**src/rtl/bod_pkg.sv**
```systemverilog
package bod_pkg;

    typedef enum logic [1:0] {
        CODE_RSVD    = 2'b00,
        CODE_SAMPLED = 2'b01,
        CODE_OFF     = 2'b10,
        CODE_CONT    = 2'b11
    } bod_code_t;

    typedef enum logic [1:0] {
        SEL_OFF,
        SEL_CONT,
        SEL_SAMPLED
    } bod_sel_t;

    typedef enum logic [2:0] {
        ST_OFF,
        ST_CONT,
        ST_SMP_WAIT,
        ST_SMP_SETTLE,
        ST_SMP_STROBE,
        ST_FAULT
    } bod_state_t;

endpackage

```
**src/rtl/bod_mode_sel.sv**
```systemverilog
module bod_mode_sel
    import bod_pkg::*;
#(
    parameter int CODE_W = 2
) (
    input  logic [CODE_W-1:0] mode_awake,
    input  logic [CODE_W-1:0] mode_sleep,
    input  logic              asleep,
    output bod_sel_t          sel
);

    logic [CODE_W-1:0] code;

    assign code = asleep ? mode_sleep : mode_awake;

    always_comb begin
        unique case (code[1:0])
            CODE_SAMPLED: sel = SEL_SAMPLED;
            CODE_CONT:    sel = SEL_CONT;
            default:      sel = SEL_OFF;
        endcase
    end

endmodule

```
**src/rtl/bod_tick_edge.sv**
```systemverilog
module bod_tick_edge (
    input  logic clk,
    input  logic rst_n,
    input  logic tick,
    output logic rise
);

    logic tick_q;

    always_ff @(posedge clk or negedge rst_n) begin
        if (!rst_n) tick_q <= 1'b0;
        else        tick_q <= tick;
    end

    assign rise = tick & ~tick_q;

endmodule

```
**src/rtl/bod_seq_fsm.sv**
```systemverilog
module bod_seq_fsm
    import bod_pkg::*;
#(
    parameter int SETTLE_CYC = 1
) (
    input  logic     clk,
    input  logic     rst_n,
    input  bod_sel_t sel,
    input  logic     tick_rise,
    input  logic     cmp_low,
    output logic     det_en,
    output logic     smp_stb,
    output logic     bor_req
);

    localparam int CW = (SETTLE_CYC > 1) ? $clog2(SETTLE_CYC) : 1;
    localparam logic [CW-1:0] CNT_LAST = CW'(SETTLE_CYC - 1);

    bod_state_t state, nxt, home;
    logic [CW-1:0] cnt, cnt_nxt;

    always_comb begin
        unique case (sel)
            SEL_CONT:    home = ST_CONT;
            SEL_SAMPLED: home = ST_SMP_WAIT;
            default:     home = ST_OFF;
        endcase
    end

    always_comb begin
        nxt     = state;
        cnt_nxt = cnt;
        unique case (state)
            ST_FAULT: begin
                if (!cmp_low) nxt = home;
            end
            ST_OFF: begin
                nxt = home;
            end
            ST_CONT: begin
                if (sel == SEL_CONT && cmp_low) nxt = ST_FAULT;
                else                            nxt = home;
            end
            ST_SMP_WAIT: begin
                if (sel != SEL_SAMPLED) nxt = home;
                else if (tick_rise) begin
                    nxt     = ST_SMP_SETTLE;
                    cnt_nxt = '0;
                end
            end
            ST_SMP_SETTLE: begin
                if (sel != SEL_SAMPLED)  nxt = home;
                else if (cnt == CNT_LAST) nxt = ST_SMP_STROBE;
                else                     cnt_nxt = cnt + 1'b1;
            end
            ST_SMP_STROBE: begin
                if (sel != SEL_SAMPLED) nxt = home;
                else if (cmp_low)       nxt = ST_FAULT;
                else                    nxt = ST_SMP_WAIT;
            end
            default: nxt = ST_OFF;
        endcase
    end

    always_ff @(posedge clk or negedge rst_n) begin
        if (!rst_n) begin
            state <= ST_OFF;
            cnt   <= '0;
        end else begin
            state <= nxt;
            cnt   <= cnt_nxt;
        end
    end

    always_ff @(posedge clk or negedge rst_n) begin
        if (!rst_n) begin
            det_en  <= 1'b0;
            smp_stb <= 1'b0;
            bor_req <= 1'b0;
        end else begin
            det_en  <= (nxt == ST_CONT) || (nxt == ST_SMP_SETTLE) ||
                       (nxt == ST_SMP_STROBE) || (nxt == ST_FAULT);
            smp_stb <= (nxt == ST_SMP_STROBE);
            bor_req <= (nxt == ST_FAULT);
        end
    end

endmodule

```
**src/rtl/bod_mode_ctrl.sv**
```systemverilog
module bod_mode_ctrl
    import bod_pkg::*;
#(
    parameter int CODE_W     = 2,
    parameter int SETTLE_CYC = 1
) (
    input  logic              clk,
    input  logic              rst_n,
    input  logic [CODE_W-1:0] mode_awake,
    input  logic [CODE_W-1:0] mode_sleep,
    input  logic              asleep,
    input  logic              lp_tick,
    input  logic              cmp_low,
    output logic              det_en,
    output logic              smp_stb,
    output logic              bor_req
);

    bod_sel_t sel;
    logic     tick_rise;

    bod_mode_sel #(.CODE_W(CODE_W)) u_sel (
        .mode_awake (mode_awake),
        .mode_sleep (mode_sleep),
        .asleep     (asleep),
        .sel        (sel)
    );

    bod_tick_edge u_edge (
        .clk   (clk),
        .rst_n (rst_n),
        .tick  (lp_tick),
        .rise  (tick_rise)
    );

    bod_seq_fsm #(.SETTLE_CYC(SETTLE_CYC)) u_fsm (
        .clk       (clk),
        .rst_n     (rst_n),
        .sel       (sel),
        .tick_rise (tick_rise),
        .cmp_low   (cmp_low),
        .det_en    (det_en),
        .smp_stb   (smp_stb),
        .bor_req   (bor_req)
    );

endmodule

```
**config.mk**
```make
export PLATFORM = sky130hd
export DESIGN_NAME = bod_mode_ctrl
export DESIGN_NICKNAME = d
export VERILOG_FILES = /design/src/rtl/bod_pkg.sv /design/src/rtl/bod_mode_sel.sv /design/src/rtl/bod_tick_edge.sv /design/src/rtl/bod_seq_fsm.sv /design/src/rtl/bod_mode_ctrl.sv
export SDC_FILE = /design/constraint.sdc
export NUM_CORES = 1
export LEC_CHECK = 0
export BUFFER_PORTS_ARGS = -buffer_cell sky130_fd_sc_hd__buf_4
export CORE_MARGIN = 4
export CORE_UTILIZATION = 25
export DETAILED_ROUTE_END_ITERATION = 10
export GPL_TIMING_DRIVEN = 1
export PLACE_DENSITY = 0.47
export SLEW_MARGIN = 20
export SYNTH_ARGS = -nofsm -noshare
export SYNTH_HDL_FRONTEND = slang
export SYNTH_SLANG_ARGS = --single-unit
```
**constraint.sdc**
```tcl
create_clock -name clk -period 1.5 [get_ports clk]
set_input_delay 0.075 -clock clk [delete_from_list [all_inputs] [get_ports clk]]
set_output_delay 0.075 -clock clk [all_outputs]
set_load 0.02 [all_outputs]
```
**Word level (Yosys, flattened, before mapping)**

Cells that the tools add are included.

- Input bits: 9
- Bits in registers: 8
- Word-level logic and storage cells: 50

- Bitwise gates (word level): 2
- Equality and inequality tests: 17
- Mux-type cells: 17
- Add/sub/neg operators: 1
- Reduce and logical (&&, ||, !) cells: 7

Operators by type and width:

| kind | count |
|---|---|
| $mux W3 | 8 |
| $pmux W3 S6 | 1 |
| $eq A3 B3 Y1 const B | 4 |
| $eq A3 B2 Y1 const B | 3 |
| $ne A2 B2 Y1 const B | 4 |
| $pmux W2 S2 | 2 |
| $eq A3 B1 Y1 const B | 2 |
| $eq A2 B1 Y1 const B | 2 |
| $eq A2 B2 Y1 const B | 2 |
| $mux W1 | 4 |
| $reduce_and A4 Y1 | 1 |
| $logic_not A3 Y1 | 1 |
| $logic_or A1 B1 Y1 | 3 |
| $mux W2 | 1 |
| $pmux W1 S2 | 1 |
| $reduce_bool A2 Y1 | 1 |
| $add A1 B1 Y1 const B | 1 |
| $and A1 B1 Y1 | 1 |
| $logic_and A1 B1 Y1 | 1 |
| $not A1 Y1 | 1 |

**Logic depth before layout (Yosys ltp)**

- Depth in word-level cells: 11
- Mapped depth: 6
- Depth with buffers taken out: 5

**By module**

A second synthesis with hierarchy kept.

- Cell total of the unflattened synthesis: 36
- Area, all modules: 370.4 µm²

Modules (own cells, without submodules):

| module | times used | area each (µm²) | seq. area each (µm²) | cells an instance |
|---|---|---|---|---|
| bod_seq_fsm | 1 | 294.0 | 150.1 | 28 |
| bod_tick_edge | 1 | 38.8 | 25.0 | 2 |
| bod_mode_sel | 1 | 37.5 | 0.0 | 6 |

**Worst setup path before layout**

Ideal clock, no wire load.

- Path kind: reg-to-reg
- Start: reg u_fsm.state[2]
- End: reg u_fsm.bor_req
- Arrival: 1.124 ns
- Stages on the path, launching flop included: 7
- Setup slack: 0.305 ns
- Period minus slack after synthesis: 1.195 ns
- Cells stage by stage: dfrtp_1 > buf_6 > nor3b_1 > nand3_2 > a31oi_2 > o21ai_2 > nor2_1

- Word-level cells in the longest chain between the ends: 4

Ends and longest elaborated chain:

| what | RTL line | source |
|---|---|---|
| start, declared | bod_seq_fsm.sv:19 | `bod_state_t state, nxt, home;` |
| start signal, assigned | bod_seq_fsm.sv:70 | `state <= nxt;` |
| $mux W3 (on tied branches) | bod_seq_fsm.sv:53, bod_seq_fsm.sv:46 |  |
| $mux W3 (on tied branches) | bod_seq_fsm.sv:52, bod_seq_fsm.sv:45 |  |
| $pmux W3 S6 * | bod_seq_fsm.sv:33 | `unique case (state)` |
| $eq A3 B3 Y1 * | bod_seq_fsm.sv:84 | `bor_req <= (nxt == ST_FAULT);` |
| end signal, assigned | bod_seq_fsm.sv:84 |  |
| end, declared | bod_seq_fsm.sv:13 | `output logic bor_req` |

Every way passes the cells marked *; elsewhere a longest branch is shown, timed or not.
A chain may end at the register's enable or synchronous reset.

**Worst setup path after layout**

Same ends and word-level chain as after synthesis.

==> impl_metrics.json <==
{
  "design_area_um2": 515.5,
  "p_total_mw": 0.4513,
  "p_per_area_nw_per_um2": 875.6,
  "required_ns": 1.67,
  "relSlewSlack_pct": 79.35,
  "die_x_um": 46.94,
  "n_antenna_cell": 0,
  "ios": 12,
  "grt_pass1_vias": 333,
  "cts_setup_buffers": 0,
  "fmax_mhz": 767.5,
  "gp_congestion": 0.7226,
  "synth_cell_types": 21,
  "drv_cap": 0,
  "cts_tree": "done",
  "start_util_pct": 27.75,
  "period_share_pct": 86.87,
  "drtPass1Iterations": 2,
  "die_area_um2": 2203,
  "min_path_type": "in2async",
  "dp_hpwl_um": 612.6,
  "synth_fa_ha_area_share_pct": 0,
  "root_buffer": "clkbuf_4",
  "cts_buffers": 3,
  "yosysWarnings": 0,
  "ir_drop_mv": 0.4920,
  "syn_nets": 44,
  "cp.arrival_ns": 1.48,
  "ant_nets": 0,
  "grt-ovfl-total": 0,
  "yosysSeqAreaShare_pct": 46.20,
  "grt_usage_pct": 9.360,
  "path_max_fanout": 10,
  "path_clk_slew_ns": 0.05,
  "syn_area_per_cell_um2": 10.83,
  "finClkSkew_ns": 0.0009523,
  "drive_gt1_share_pct": 41.18,
  "placed_cell_area_um2": 469.2,
  "drt-total-wl_um": 740,
  "worstSetupEndpointType": "register",
  "regToRegStartpoint": "u_fsm.state[2]",
  "area_growth_pct": 35.97,
  "yosys.area_share.simple_pct": 20.13,
  "initialDrtViolationCount": 1,
  "cts_hold_buf": 2,
  "cts.sinks": 7,
  "post_cts_resized": 0,
  "synthesis.area_um2": 379.1,
  "layout_common_cells": "11 x buf_4, 7 x dfrtp_1, 4 x nor2_1",
  "synthXorXnorAreaFrac_pct": 0,
  "whs_ns": 0.1742,
  "antenna_found_initial": 0,
  "hold_viol": 0,
  "syn_inst": 35,
  "core_um2": 1366,
  "cts_buffer_depth": 2,
  "vias_per_cell": 4.712,
  "period_minus_slack_ns": 1.303,
  "r2r_slack_ns": 0.20,
  "grt_max_degree": 11,
  "mostFrequentLayoutCell": "buf_4",
  "clkLatencyLatePin_ns": 0.24,
  "fp.dieH_um": 46.94,
  "start_kind": "register",
  "synth-seq-cells": 7,
  "wire_per_inst_um": 11.21,
  "port_buffers": 11,
  "worstSetupStartpoint": "u_fsm.state[2]",
  "synth_compound_area_share_pct": 21.78,
  "synth_top_family_by_area": "compound AO/OA/AOI/OAI gates",
  "vias": 311,
  "maxSlewViolCount": 0,
  "nFillCells": 150,
  "multi_input_area_um2": 181.4,
  "crit_type": "reg2reg",
  "p_leak_nw": 0.2551,
  "grt_pass1_wl_um": 1421,
  "tightest_slew_ns": 0.3098,
  "setup_viol": 0,
  "rsz0062_at_grt": "no",
  "dp_slack_ns": 0.1976,
  "nets": 61,
  "remaining_drc_errors": 0,
  "fp-row-count": 13,
  "seq_area_um2": 175.2,
  "status": "finished clean",
  "final.setup.tns_ns": 0,
  "htreeDepth": 1,
  "fin_ws_ns": 0.1970,
  "synth_mux_area_share_pct": 5.941
}
per-layer routing:
| layer | part of all wire (%) | track usage [%] | vias to the layer above |
|---|---|---|---|
| met2 | 48 | 12.74 | 8 |
| met3 | 5.3 | 4.598 | 2 |
| li1 | - | - | 160 |
| met4 | 1.6 | 4.972 | 0 |
| met5 | 0 | 0 | - |
| met1 | 44 | 12.06 | 141 |
synth_stat cells (all sizes together):
cell    number  area [um2]
a31oi        2       18.77
and4b        1       10.01
o211ai       3       27.52
nand3        2       15.01
inv          3       11.26
nor3b        2       20.02
a21oi        1       5.000
dfrtp        7       175.2
mux2         2       22.52
nor2         4       15.01
and3b        1       8.760
o21ai        2       13.76
a22o         1       8.760
nand2        2       7.510
buf          1       11.26
o22a         1       8.760
worst paths after layout:
check	cells past startpoint	end
worst min-delay path	2	u_fsm.state[2]
max in group asynchronous	2	u_fsm.det_en
worst min register to register	1	u_fsm.smp_stb
worst max register to register	5	u_fsm.bor_req
worst max-delay path	5	u_fsm.bor_req
min in group clk	3	u_fsm.state[1]
final cells by class:
class	count	area share (%)
timing repair buffer	13	19.90
multi-input combinational	24	35.19
inverter	3	2.184
clock buffer	4	5.097
sequential	7	33.98
tap	15	3.641
stage by stage:
step / util [%] / instances
5_1_grt: 37.73 / 66
4_1_cts: 37.73 / 66
2_1_floorplan: - / 35
3_3_place_gp: 34.34 / 60
6_report: 37.73 / 66
3_5_place_dp: 34.34 / 60
power breakdown:
group	switching [mW]	internal, mW
clock network	0.0604	0.101
logic	0.0360	0.0411
registers	0.0123	0.201
sequential cells by signal, indices dropped and copies added, names as in the netlist:
register and cells:
u_fsm.bor_req 1, u_edge.tick_q 1, u_fsm.smp_stb 1, u_fsm.det_en 1, u_fsm.state 3
logic make-up (layout without fill, tap and decap cells):
group                  after synthesis  count (layout)
AND/OR/NAND/NOR                     12              12
flip-flops                           7               7
AO/OA/AOI/OAI                       10              10
multiplexers                         2               2
buffers and inverters                4              20
worst max-delay path, stage by stage (launching register included):
cell	delay [ns]
dfrtp_1	0.48
nor3b_1	0.26
nand3_2	0.09
a31oi_2	0.19
o21ai_2	0.10
nor2_1	0.10
(Power assumes the default switching activity.)
